[config.mk]
export PLATFORM = sky130hd
export DESIGN_NAME = bcd_scaled_alu
export DESIGN_NICKNAME = d
export VERILOG_FILES = /design/src/rtl/bcd_alu_pkg.sv /design/src/rtl/bcd_digit_add.sv /design/src/rtl/bcd_addsub.sv /design/src/rtl/bcd_mult.sv /design/src/rtl/bcd_scaled_alu.sv
export SDC_FILE = /design/constraint.sdc
export NUM_CORES = 2
export LEC_CHECK = 0
export BUFFER_PORTS_ARGS = -buffer_cell sky130_fd_sc_hd__buf_2
export CORE_ASPECT_RATIO = 1.4
export CORE_MARGIN = 2
export CORE_UTILIZATION = 65
export CTS_CLUSTER_SIZE = 16
export DETAILED_ROUTE_END_ITERATION = 10
export PLACE_DENSITY = 0.8
export SLEW_MARGIN = 20
export SYNTH_ARGS = -nofsm -noshare
export SYNTH_HDL_FRONTEND = slang
export SYNTH_SLANG_ARGS = --single-unit
export TNS_END_PERCENT = 20
[constraint.sdc]
create_clock -name clk -period 72.6 [get_ports clk]
set_input_delay 3.63 -clock clk [delete_from_list [all_inputs] [get_ports clk]]
set_output_delay 3.63 -clock clk [all_outputs]
set_load 0.005 [all_outputs]
[src/rtl/bcd_alu_pkg.sv]
`timescale 1ns/1ps
package bcd_alu_pkg;
  typedef enum logic [1:0] {
    OP_ADD = 2'd0,
    OP_SUB = 2'd1,
    OP_MUL = 2'd2,
    OP_RSV = 2'd3
  } op_e;

  typedef struct packed {
    logic       neg;
    logic [1:0] enc;
    logic [4:0] scale;
  } meta_t;

  localparam logic [1:0] ENC_BCD = 2'b11;
  localparam int META_W = 8;
endpackage

[src/rtl/bcd_digit_add.sv]
`timescale 1ns/1ps
module bcd_digit_add (
  input  logic [3:0] a,
  input  logic [3:0] b,
  input  logic       cin,
  output logic [3:0] s,
  output logic       cout
);
  logic [4:0] bin;
  logic [4:0] adj;

  always_comb begin
    bin  = {1'b0, a} + {1'b0, b} + {4'd0, cin};
    cout = (bin > 5'd9);
    adj  = cout ? (bin + 5'd6) : bin;
    s    = adj[3:0];
  end

  // valid input digits always give a valid output digit
  always_comb begin
    if (a <= 4'd9 && b <= 4'd9) begin
      a_r2_digit_ok: assert (s <= 4'd9);
    end
  end
endmodule

[src/rtl/bcd_addsub.sv]
`timescale 1ns/1ps
module bcd_addsub #(
  parameter int ND = 8
) (
  input  logic [4*ND-1:0] a,
  input  logic [4*ND-1:0] b,
  input  logic            sub,
  output logic [4*ND-1:0] sum,
  output logic            carry
);
  localparam int W = 4*ND;

  logic [W-1:0] b_eff;
  logic [ND:0]  c;

  assign c[0] = sub;

  for (genvar i = 0; i < ND; i++) begin : g_dig
    assign b_eff[4*i +: 4] = sub ? (4'd9 - b[4*i +: 4]) : b[4*i +: 4];
    bcd_digit_add u_dig (
      .a   (a[4*i +: 4]),
      .b   (b_eff[4*i +: 4]),
      .cin (c[i]),
      .s   (sum[4*i +: 4]),
      .cout(c[i+1])
    );
  end

  assign carry = c[ND];
endmodule

[src/rtl/bcd_mult.sv]
`timescale 1ns/1ps
module bcd_mult #(
  parameter int DIGITS = 8
) (
  input  logic [4*DIGITS-1:0]   a,
  input  logic [4*DIGITS-1:0]   b,
  output logic [8*DIGITS-1:0]   prod
);
  localparam int W2 = 2*DIGITS;
  localparam int NW = 4*W2;

  function automatic logic [7:0] dprod(input logic [3:0] x, input logic [3:0] y);
    logic [6:0] p;
    logic [6:0] hi;
    logic [6:0] lo;
    p  = {3'd0, x} * {3'd0, y};
    hi = p / 7'd10;
    lo = p - hi * 7'd10;
    return {hi[3:0], lo[3:0]};
  endfunction

  logic [NW-1:0]     acc [DIGITS+1];
  logic [2*DIGITS-1:0] cy;

  assign acc[0] = '0;

  for (genvar j = 0; j < DIGITS; j++) begin : g_row
    logic [NW-1:0] lo_v;
    logic [NW-1:0] hi_v;
    logic [NW-1:0] row_v;
    logic [NW-1:0] shf_v;

    always_comb begin
      logic [7:0] pp;
      lo_v = '0;
      hi_v = '0;
      for (int i = 0; i < DIGITS; i++) begin
        pp = dprod(a[4*i +: 4], b[4*j +: 4]);
        lo_v[4*i +: 4]     = pp[3:0];
        hi_v[4*(i+1) +: 4] = pp[7:4];
      end
    end

    bcd_addsub #(.ND(W2)) u_row (
      .a    (lo_v),
      .b    (hi_v),
      .sub  (1'b0),
      .sum  (row_v),
      .carry(cy[2*j])
    );

    assign shf_v = row_v << (4*j);

    bcd_addsub #(.ND(W2)) u_acc (
      .a    (acc[j]),
      .b    (shf_v),
      .sub  (1'b0),
      .sum  (acc[j+1]),
      .carry(cy[2*j+1])
    );
  end

  assign prod = acc[DIGITS];

  // a full-width product never carries out of the double-width accumulator
  always_comb begin
    a_r5_rows_fit: assert (cy == '0);
  end
endmodule

[src/rtl/bcd_scaled_alu.sv]
`timescale 1ns/1ps
module bcd_scaled_alu
  import bcd_alu_pkg::*;
#(
  parameter int DIGITS    = 8,
  parameter int SCALE_MAX = 14
) (
  input  logic                  clk,
  input  logic                  rst,
  input  logic [8+4*DIGITS-1:0] opa,
  input  logic [8+4*DIGITS-1:0] opb,
  input  logic [1:0]            op_sel,
  output logic [8+4*DIGITS-1:0] result,
  output logic                  overflow,
  output logic                  scale_mismatch,
  output logic                  invalid_op
);
  localparam int MAG_W = 4*DIGITS;
  localparam int OPW   = MAG_W + META_W;
  localparam logic [5:0] SMAX6 = 6'(SCALE_MAX);
  localparam logic [OPW-1:0] CANON = {1'b0, ENC_BCD, 5'd0, {MAG_W{1'b0}}};

  meta_t          ma, mb;
  logic [MAG_W-1:0] xa, xb;
  op_e            op;

  assign ma = opa[OPW-1:MAG_W];
  assign mb = opb[OPW-1:MAG_W];
  assign xa = opa[MAG_W-1:0];
  assign xb = opb[MAG_W-1:0];
  assign op = op_e'(op_sel);

  // effective signs for the signed-magnitude adder
  logic sb_eff, diff;
  assign sb_eff = mb.neg ^ (op == OP_SUB);
  assign diff   = ma.neg ^ sb_eff;

  logic [MAG_W-1:0]   raw, negd;
  logic               raw_c, neg_c;
  logic [2*MAG_W-1:0] prod;

  bcd_addsub #(.ND(DIGITS)) u_main (
    .a    (xa),
    .b    (xb),
    .sub  (diff),
    .sum  (raw),
    .carry(raw_c)
  );

  // ten's complement of the raw difference when a borrow occurred
  bcd_addsub #(.ND(DIGITS)) u_recomp (
    .a    ({MAG_W{1'b0}}),
    .b    (raw),
    .sub  (1'b1),
    .sum  (negd),
    .carry(neg_c)
  );

  bcd_mult #(.DIGITS(DIGITS)) u_mul (
    .a   (xa),
    .b   (xb),
    .prod(prod)
  );

  logic             inv_n, mism_n, ovf_n, fit_ovf;
  logic [MAG_W-1:0] mag;
  logic             sgn;
  logic [5:0]       scl;
  logic [OPW-1:0]   nxt;

  always_comb begin
    inv_n  = (op == OP_RSV) || (ma.enc != ENC_BCD) || (mb.enc != ENC_BCD);
    mism_n = !inv_n && (op != OP_MUL) && (ma.scale != mb.scale);
    if (op == OP_MUL) begin
      mag     = prod[MAG_W-1:0];
      sgn     = ma.neg ^ mb.neg;
      scl     = {1'b0, ma.scale} + {1'b0, mb.scale};
      fit_ovf = |prod[2*MAG_W-1:MAG_W];
    end else begin
      scl = {1'b0, ma.scale};
      if (!diff) begin
        mag     = raw;
        sgn     = ma.neg;
        fit_ovf = raw_c;
      end else if (raw_c) begin
        mag     = raw;
        sgn     = ma.neg;
        fit_ovf = 1'b0;
      end else begin
        mag     = negd;
        sgn     = sb_eff;
        fit_ovf = 1'b0;
      end
    end
    ovf_n = !inv_n && !mism_n && (fit_ovf || (scl > SMAX6));
    if (inv_n || mism_n || ovf_n) nxt = CANON;
    else                          nxt = {sgn & (|mag), ENC_BCD, scl[4:0], mag};
  end

  always_ff @(posedge clk) begin
    if (rst) begin
      result         <= CANON;
      overflow       <= 1'b0;
      scale_mismatch <= 1'b0;
      invalid_op     <= 1'b0;
    end else begin
      result         <= nxt;
      overflow       <= ovf_n;
      scale_mismatch <= mism_n;
      invalid_op     <= inv_n;
    end
  end

  // a borrowed difference is nonzero, so its re-complement never carries
  always_comb begin
    if (!rst && diff && !raw_c && (op != OP_MUL)) begin
      a_r3_recomp_no_carry: assert (!neg_c);
    end
  end

  a_r10_one_flag: assert property (@(posedge clk) disable iff (rst)
    $onehot0({overflow, scale_mismatch, invalid_op}));

  a_r8_reserved_op: assert property (@(posedge clk) disable iff (rst)
    (op_sel == 2'd3) |=> invalid_op);

  a_r7_mul_any_scale: assert property (@(posedge clk) disable iff (rst)
    (op_sel == 2'd2) |=> !scale_mismatch);

  a_r4_zero_positive: assert property (@(posedge clk) disable iff (rst)
    (result[MAG_W-1:0] == '0) |-> !result[OPW-1]);

  a_r6_flag_zero: assert property (@(posedge clk) disable iff (rst)
    (overflow || scale_mismatch || invalid_op) |-> (result == CANON));

  a_r11_bcd_tag: assert property (@(posedge clk) disable iff (rst)
    result[OPW-2 -: 2] == ENC_BCD);
endmodule

Word level (Yosys, flattened, before mapping)
Index checks and enable logic that the tools add are counted.
- bits of input ports: 84
- output and inout port bits: 43
- flip-flop bits (word level): 43
- bitwise logic cells: 4
- magnitude comparators: 245
- div/mod/pow operators: 64
- multiplexer cells: 261
- equality and inequality tests: 7
- multiply operators: 128
- reductions and logical operators: 14
- add/sub/neg operators: 673
- operators by type and width (operator ; number):
    $mux 4 ; 252
    $gt 5x4->1 const B ; 200
    $add 4x3->4 const B ; 216
    $add 4x4->5 ; 148
    $add 5x1->5 ; 148
    $div 7x4->7 const B ; 64
    $mul 4x4->7 ; 64
    $mul 7x3->3 const B ; 64
    $sub 4x4->4 ; 64
    $add 4x1->5 ; 51
    $add 1x3->4 const B ; 28
    $gt 1x4->1 const B ; 28
    $mux 32 ; 3
    $gt 4x4->1 const B ; 16
    $reduce_or 32->1 ; 2
    $sub 4x4->4 const A ; 16
    $add 5x5->6 ; 1
    $gt 6x4->1 const B ; 1
    $mux 6 ; 1
    $ne 2x2->1 const B ; 3
    $add 4x1->5 const B ; 1
    $logic_or 1x1->1 ; 5
    $mux 1 ; 5
    $ne 5x5->1 ; 1
    7 further kinds ; 14

Depth between registers and ports, before layout
- depth in word-level cells: 73
- gate-level depth with buffers: 236

By module
A second synthesis with hierarchy kept.
- cell total of the unflattened synthesis: 15190
- area, all modules: 123018.0 um^2
- by module, submodules not included (module ; area an instance (um^2) ; instances ; cells an instance ; seq. area each (um^2)):
    bcd_digit_add ; 211.5 ; 272 ; 22 ; 0.0
    bcd_mult ; 47835.9 ; 1 ; 6520 ; 0.0
    bcd_addsub (u_mul.g_row[0].u_acc ...) ; 874.6 ; 16 ; 135 ; 0.0
    bcd_scaled_alu ; 2832.7 ; 1 ; 392 ; 820.8
    bcd_addsub (u_main ...) ; 420.4 ; 2 ; 67 ; 0.0

Worst setup path after synthesis
Ideal clock, no wire load.
- kind: in2reg
- start point: input opb[3]
- end point: register result[39]
- setup time: 77 ps
- path buffers: 3
- arrival time: 51815 ps
- path slack: 20708 ps
- cell stages on the path: 208
- cells stage by stage: clkbuf_1 > clkbuf_1 > and2_1 > fa_1 > fa_1 > inv_1 > fa_1 > nor2b_1 > o21a_1 > nor3_1 > or3_1 > nand3_1 > o21a_1 > o21a_1 > inv_1 > ha_1 > nor2b_1 > a21boi_0 > [... 172 more ...] > nand2_1 > a32oi_1 > a221oi_1 > fa_1 > inv_1 > fa_1 > inv_1 > ha_1 > nand2_1 > nor3_1 > a31oi_1 > mux2i_1 > o2111a_1 > a21oi_1 > nor2_1 > nand3_1 > or3_1 > a41oi_2
- cells in the longest elaborated chain, start to end: 73
- elaborated cells on any way between the ends: 773
- those cells by class: add/sub: 413; mul: 16; div: 8; order compare: 160; mux: 169; bitwise: 1; reduce/logical: 6
- ends and longest elaborated chain (what ; RTL line ; RTL):
    from (decl) ; bcd_scaled_alu.sv:11 ; input logic [8+4*DIGITS-1:0] opb,
    $mul 4x4->7 ; bcd_mult.sv:16 ; p = {3'd0, x} * {3'd0, y};
    $div 7x4->7 ; bcd_mult.sv:17 ; hi = p / 7'd10;
    $mul 7x3->3 ; bcd_mult.sv:18 ; lo = p - hi * 7'd10;
    $sub 4x4->4 ; bcd_mult.sv:18 ;
    $add 4x4->5 or $gt 4x4->1 (tied branches) ; bcd_digit_add.sv:13, bcd_digit_add.sv:14 ;
    $add 5x1->5 ; bcd_digit_add.sv:13 ; bin = {1'b0, a} + {1'b0, b} + {4'd0, cin};
    $gt 5x4->1 or $add 4x3->4 (tied branches) ; bcd_digit_add.sv:14, bcd_digit_add.sv:15 ;
    $add 5x1->5 or $mux 4 (tied branches) ; bcd_digit_add.sv:13, bcd_digit_add.sv:15 ;
    [... 57 more ...] ; n/a ;
    $add 4x3->4 or $gt 5x4->1 (tied branches) ; bcd_digit_add.sv:15, bcd_digit_add.sv:14 ;
    $mux 4 ; bcd_digit_add.sv:15 ; adj = cout ? (bin + 5'd6) : bin;
    $reduce_or 32->1 ; bcd_scaled_alu.sv:78 ; fit_ovf = |prod[2*MAG_W-1:MAG_W];
    $mux 1 ; bcd_scaled_alu.sv:74 ; if (op == OP_MUL) begin
    $logic_or 1x1->1 ; bcd_scaled_alu.sv:95 ; ovf_n = !inv_n && !mism_n && (fit_ovf || (scl > SMAX6));
    $logic_and 1x1->1 ; bcd_scaled_alu.sv:95 ;
    $logic_or 1x1->1 ; bcd_scaled_alu.sv:96 ; if (inv_n || mism_n || ovf_n) nxt = CANON;
    $reduce_or 2->1 (no source line) ; n/a ;
    to (signal assigned) ; bcd_scaled_alu.sv:107 ; result <= nxt;
    to (decl) ; bcd_scaled_alu.sv:13 ; output logic [8+4*DIGITS-1:0] result,
Several ways; a longest one is shown, not always the timed one.
A chain may end at the register's enable or synchronous reset.

Final worst setup path
- start point: input opa[1]
- end point: register result[39]
- cells in the longest elaborated chain, start to end: 73
- elaborated cells on any way between the ends: 1080
- those cells by class: add/sub: 553; mul: 16; div: 8; order compare: 244; mux: 252; bitwise: 1; reduce/logical: 6
- ends and longest elaborated chain (what ; RTL line ; RTL):
    from (decl) ; bcd_scaled_alu.sv:10 ; input logic [8+4*DIGITS-1:0] opa,
    $mul 4x4->7 ; bcd_mult.sv:16 ;
    $div 7x4->7 ; bcd_mult.sv:17 ;
    $mul 7x3->3 ; bcd_mult.sv:18 ;
    $sub 4x4->4 ; bcd_mult.sv:18 ;
    $gt 4x4->1 ; bcd_digit_add.sv:14 ; cout = (bin > 5'd9);
    $add 5x1->5 ; bcd_digit_add.sv:13 ;
    $gt 5x4->1 or $add 4x3->4 (tied branches) ; bcd_digit_add.sv:14, bcd_digit_add.sv:15 ;
    $add 5x1->5 or $mux 4 (tied branches) ; bcd_digit_add.sv:13, bcd_digit_add.sv:15 ;
    [... 57 more ...] ; n/a ;
    $add 4x3->4 or $gt 5x4->1 (tied branches) ; bcd_digit_add.sv:15, bcd_digit_add.sv:14 ;
    $mux 4 ; bcd_digit_add.sv:15 ;
    $reduce_or 32->1 ; bcd_scaled_alu.sv:78 ;
    $mux 1 ; bcd_scaled_alu.sv:74 ;
    $logic_or 1x1->1 ; bcd_scaled_alu.sv:95 ;
    $logic_and 1x1->1 ; bcd_scaled_alu.sv:95 ;
    $logic_or 1x1->1 ; bcd_scaled_alu.sv:96 ;
    $reduce_or 2->1 (no source line) ; n/a ;
Several ways; a longest one is shown, not always the timed one.

==> flow_summary.yaml <==
status:
  status: "finished, final reports clean"
sta:
  fmax_ghz: 0.0171
  rsz0062_at_grt: "no"
  report.final.slew_viol_count: 0
  finalSetupTns_ns: 0
  hold_viol: 0
  fin_crit_sh_pct: 80.7
  max-slew-margin-rel_pct: 25.9
  setup-violations-final: 0
  fin_crit_ns: 58.61
  max_slew.worst_pin.slew_ns: 1.10
  layout_setup_ws_ns: 13.99
cts:
  post_cts_buffers: 0
  cts_resized: 0
  cts_tree: "yes"
  hold_buffers: 0
  cts_root_buf: "clkbuf_16"
  clkTransAtPathRegs_ns: 0.06
  cts_buffer_depth: 2
  h-tree-depth: 2
  cts_buffers: 5
  cts_sinks: 41
synthesis:
  synthTopCellsByArea: "ha_1 (24%), fa_1 (14%), xnor2_1 (9.6%)"
  synth_area_leader_cell: "ha_1"
  synth_cell_type_count: 117
  synthCells: 10600
  synth_ff_type: "dfxtp_1"
  syn_area_per_cell_um2: 7.61
  synth_edf_count: 0
  yosys.area.top_type_share_pct: 23.8
  ys_seq_elements: 41
  ys_async_sr_fraction_pct: 0
  syn_area_mm2: 0.0809
  ys_seq_area_share_pct: 1.01
  yosysWarnings: 0
critical_path:
  critPathSlowestCell: "a221oi_1"
  critPathMostFrequentCell: "fa_1"
  path_class: "input pin to register"
  arrival_ns: 58.82
  cp_data_required_time_ns: 72.81
  path_max_fanout: 25
  max_stage_delay_ns: 0.80
  end_kind: "register"
  cp-start-kind: "input pin"
place:
  dp_hpwl_um: 180000
  gp_congestion: 0.991
  port_buffers: 124
  pre_cts_ws_ns: 13.85
detailed_routing:
  drc: 0
  routed_wl_um: 220000
  vias: 74400
  via_per_inst: 6.11
  detail-route-antenna-nets: 0
  firstDrtPassIters: 8
  drt_iter0_drc: 5207
  post_drt_wl_per_cell_um: 18.1
grt:
  grt_overflow_total: 0
  grt_max_degree: 49
  grt_pass1_vias: 74000
  grt_pass1_wl_um: 360000
  grt_usage_pct: 34.1
  grt_antenna_before_repair: 18
floorplan:
  initial_utilization_pct: 65.3
  chipHeight_um: 421
  die_w_um: 302
  dieArea_mm2: 0.127
  core_mm2: 0.124
  io_pins: 127
  num_rows: 153
layout:
  fillerInstances: 10600
  area_growth_pct: 2.75
  area.sequential_um2: 821
  fin_util_pct: 67.1
  drive_gt1_share_pct: 3.11
  fin_nets: 12700
  multiInputGateArea_mm2: 0.0735
min_path:
  min_path_type: "input pin to register"
flow_run:
  drv_cap: 0
## cells in the final DEF, fill, tap and decap left out, drive strengths merged, types with 37 or more instances in the layout
cell    synthesis  routed
nand2        1057    1057
a21o          403     403
nor3          128     128
nand2b        135     135
nor2b         125     125
fa            574     574
a21boi         46      46
o31ai          40      40
nand3         121     121
a221oi         81      81
inv          1416    1416
a211o          42      42
ha           1537    1537
dfxtp          41      41
buf            16     197
and2          523     523
a31oi          85      85
o21ai         401     401
a32oi          48      48
mux2i         133     133
a221o          52      52
xor2          356     356
o211ai         64      64
a21oi         614     614
a22oi          37      37
a211oi         78      78
o21a           73      73
o22ai          99      99
or3            38      38
xnor2         886     886
nor2          615     615
## layout make-up
type                    instances  area share [%]
multi-input cells            8844            88.5
inverters                    1432            6.47
well taps                    1627            2.45
repair buffers                198            1.41
flip-flops and latches         41           0.987
clock buffers                   5           0.151
diodes                         12          0.0361
clock inverters                 3          0.0211
## through the flow
step | area (µm²) | instances | hold WS (ns)
global placement | 82900 | 12100 | 3.83
detailed placement | 82900 | 12100 | 3.83
CTS | 83100 | 12100 | 3.53
global route | 83100 | 12200 | 3.53
finish | 83100 | 12200 | 3.54
floorplan | 80900 | 10600 | 3.70
## critical path, delay by kind of cell
kind	cells	cell delay, ns
XOR/XNOR	32	9.39
adder cells (fa/ha/maj)	67	22.10
buffers and inverters	33	4.55
multiplexers	1	0.16
AND/OR/NAND/NOR	13	2.05
AO/OA/AOI/OAI	62	16.84
## Yosys cell counts, drive strengths merged, types with 27 or more instances
cell / number
a21o: 403
xor2: 356
a31oi: 85
a21boi: 46
nor2b: 125
o21a: 73
nand2b: 135
clkbuf: 290
a221oi: 81
or3: 38
fa: 574
a211oi: 78
o31ai: 40
o22ai: 99
nor3b: 34
nand2: 1057
and2: 523
a21oi: 614
a211o: 42
a32oi: 48
ha: 1537
o21ai: 401
xnor2: 886
dfxtp: 41
mux2i: 133
nor2: 615
or2: 31
o211ai: 64
a22oi: 37
nor3: 128
nand3: 121
inv: 1416
a221o: 52
maj3: 27
## path summary, 6_finish.rpt
kind                  startpoint          to  slack (ns)  depth (start not counted)
worst max-delay path      opa[1]  result[39]       13.99                        208
worst min-delay path         rst  invalid_op        3.54                          2
## layer usage
metal  part of all wire [%]  vias up  track usage, %
met1                     38    35700            37.5
met4                    7.8       14            22.3
met2                     49     2150            61.1
met3                    6.0      708            4.28
li1                       -    35800               -
met5                  0.045        -               0
## sequential cells by signal (all words and copies together), names as in the netlist
name            flops
result             38
invalid_op          1
scale_mismatch      1
overflow            1
## cells by family after synthesis
logic type / after synthesis / share of synthesized area, %
simple gates: 2923 / 17.3
compound gates: 2381 / 19.8
fa+ha+maj: 2138 / 38.3
buf+inv: 1739 / 8.11
xor+xnor: 1242 / 13.4
mux: 157 / 1.98
flops: 41 / 1.01
other cells: 2 / 0.00928
Power is left out: the tool's default activity adds up to more than one toggle a clock period on the data nets, which glitch-free logic cannot reach.
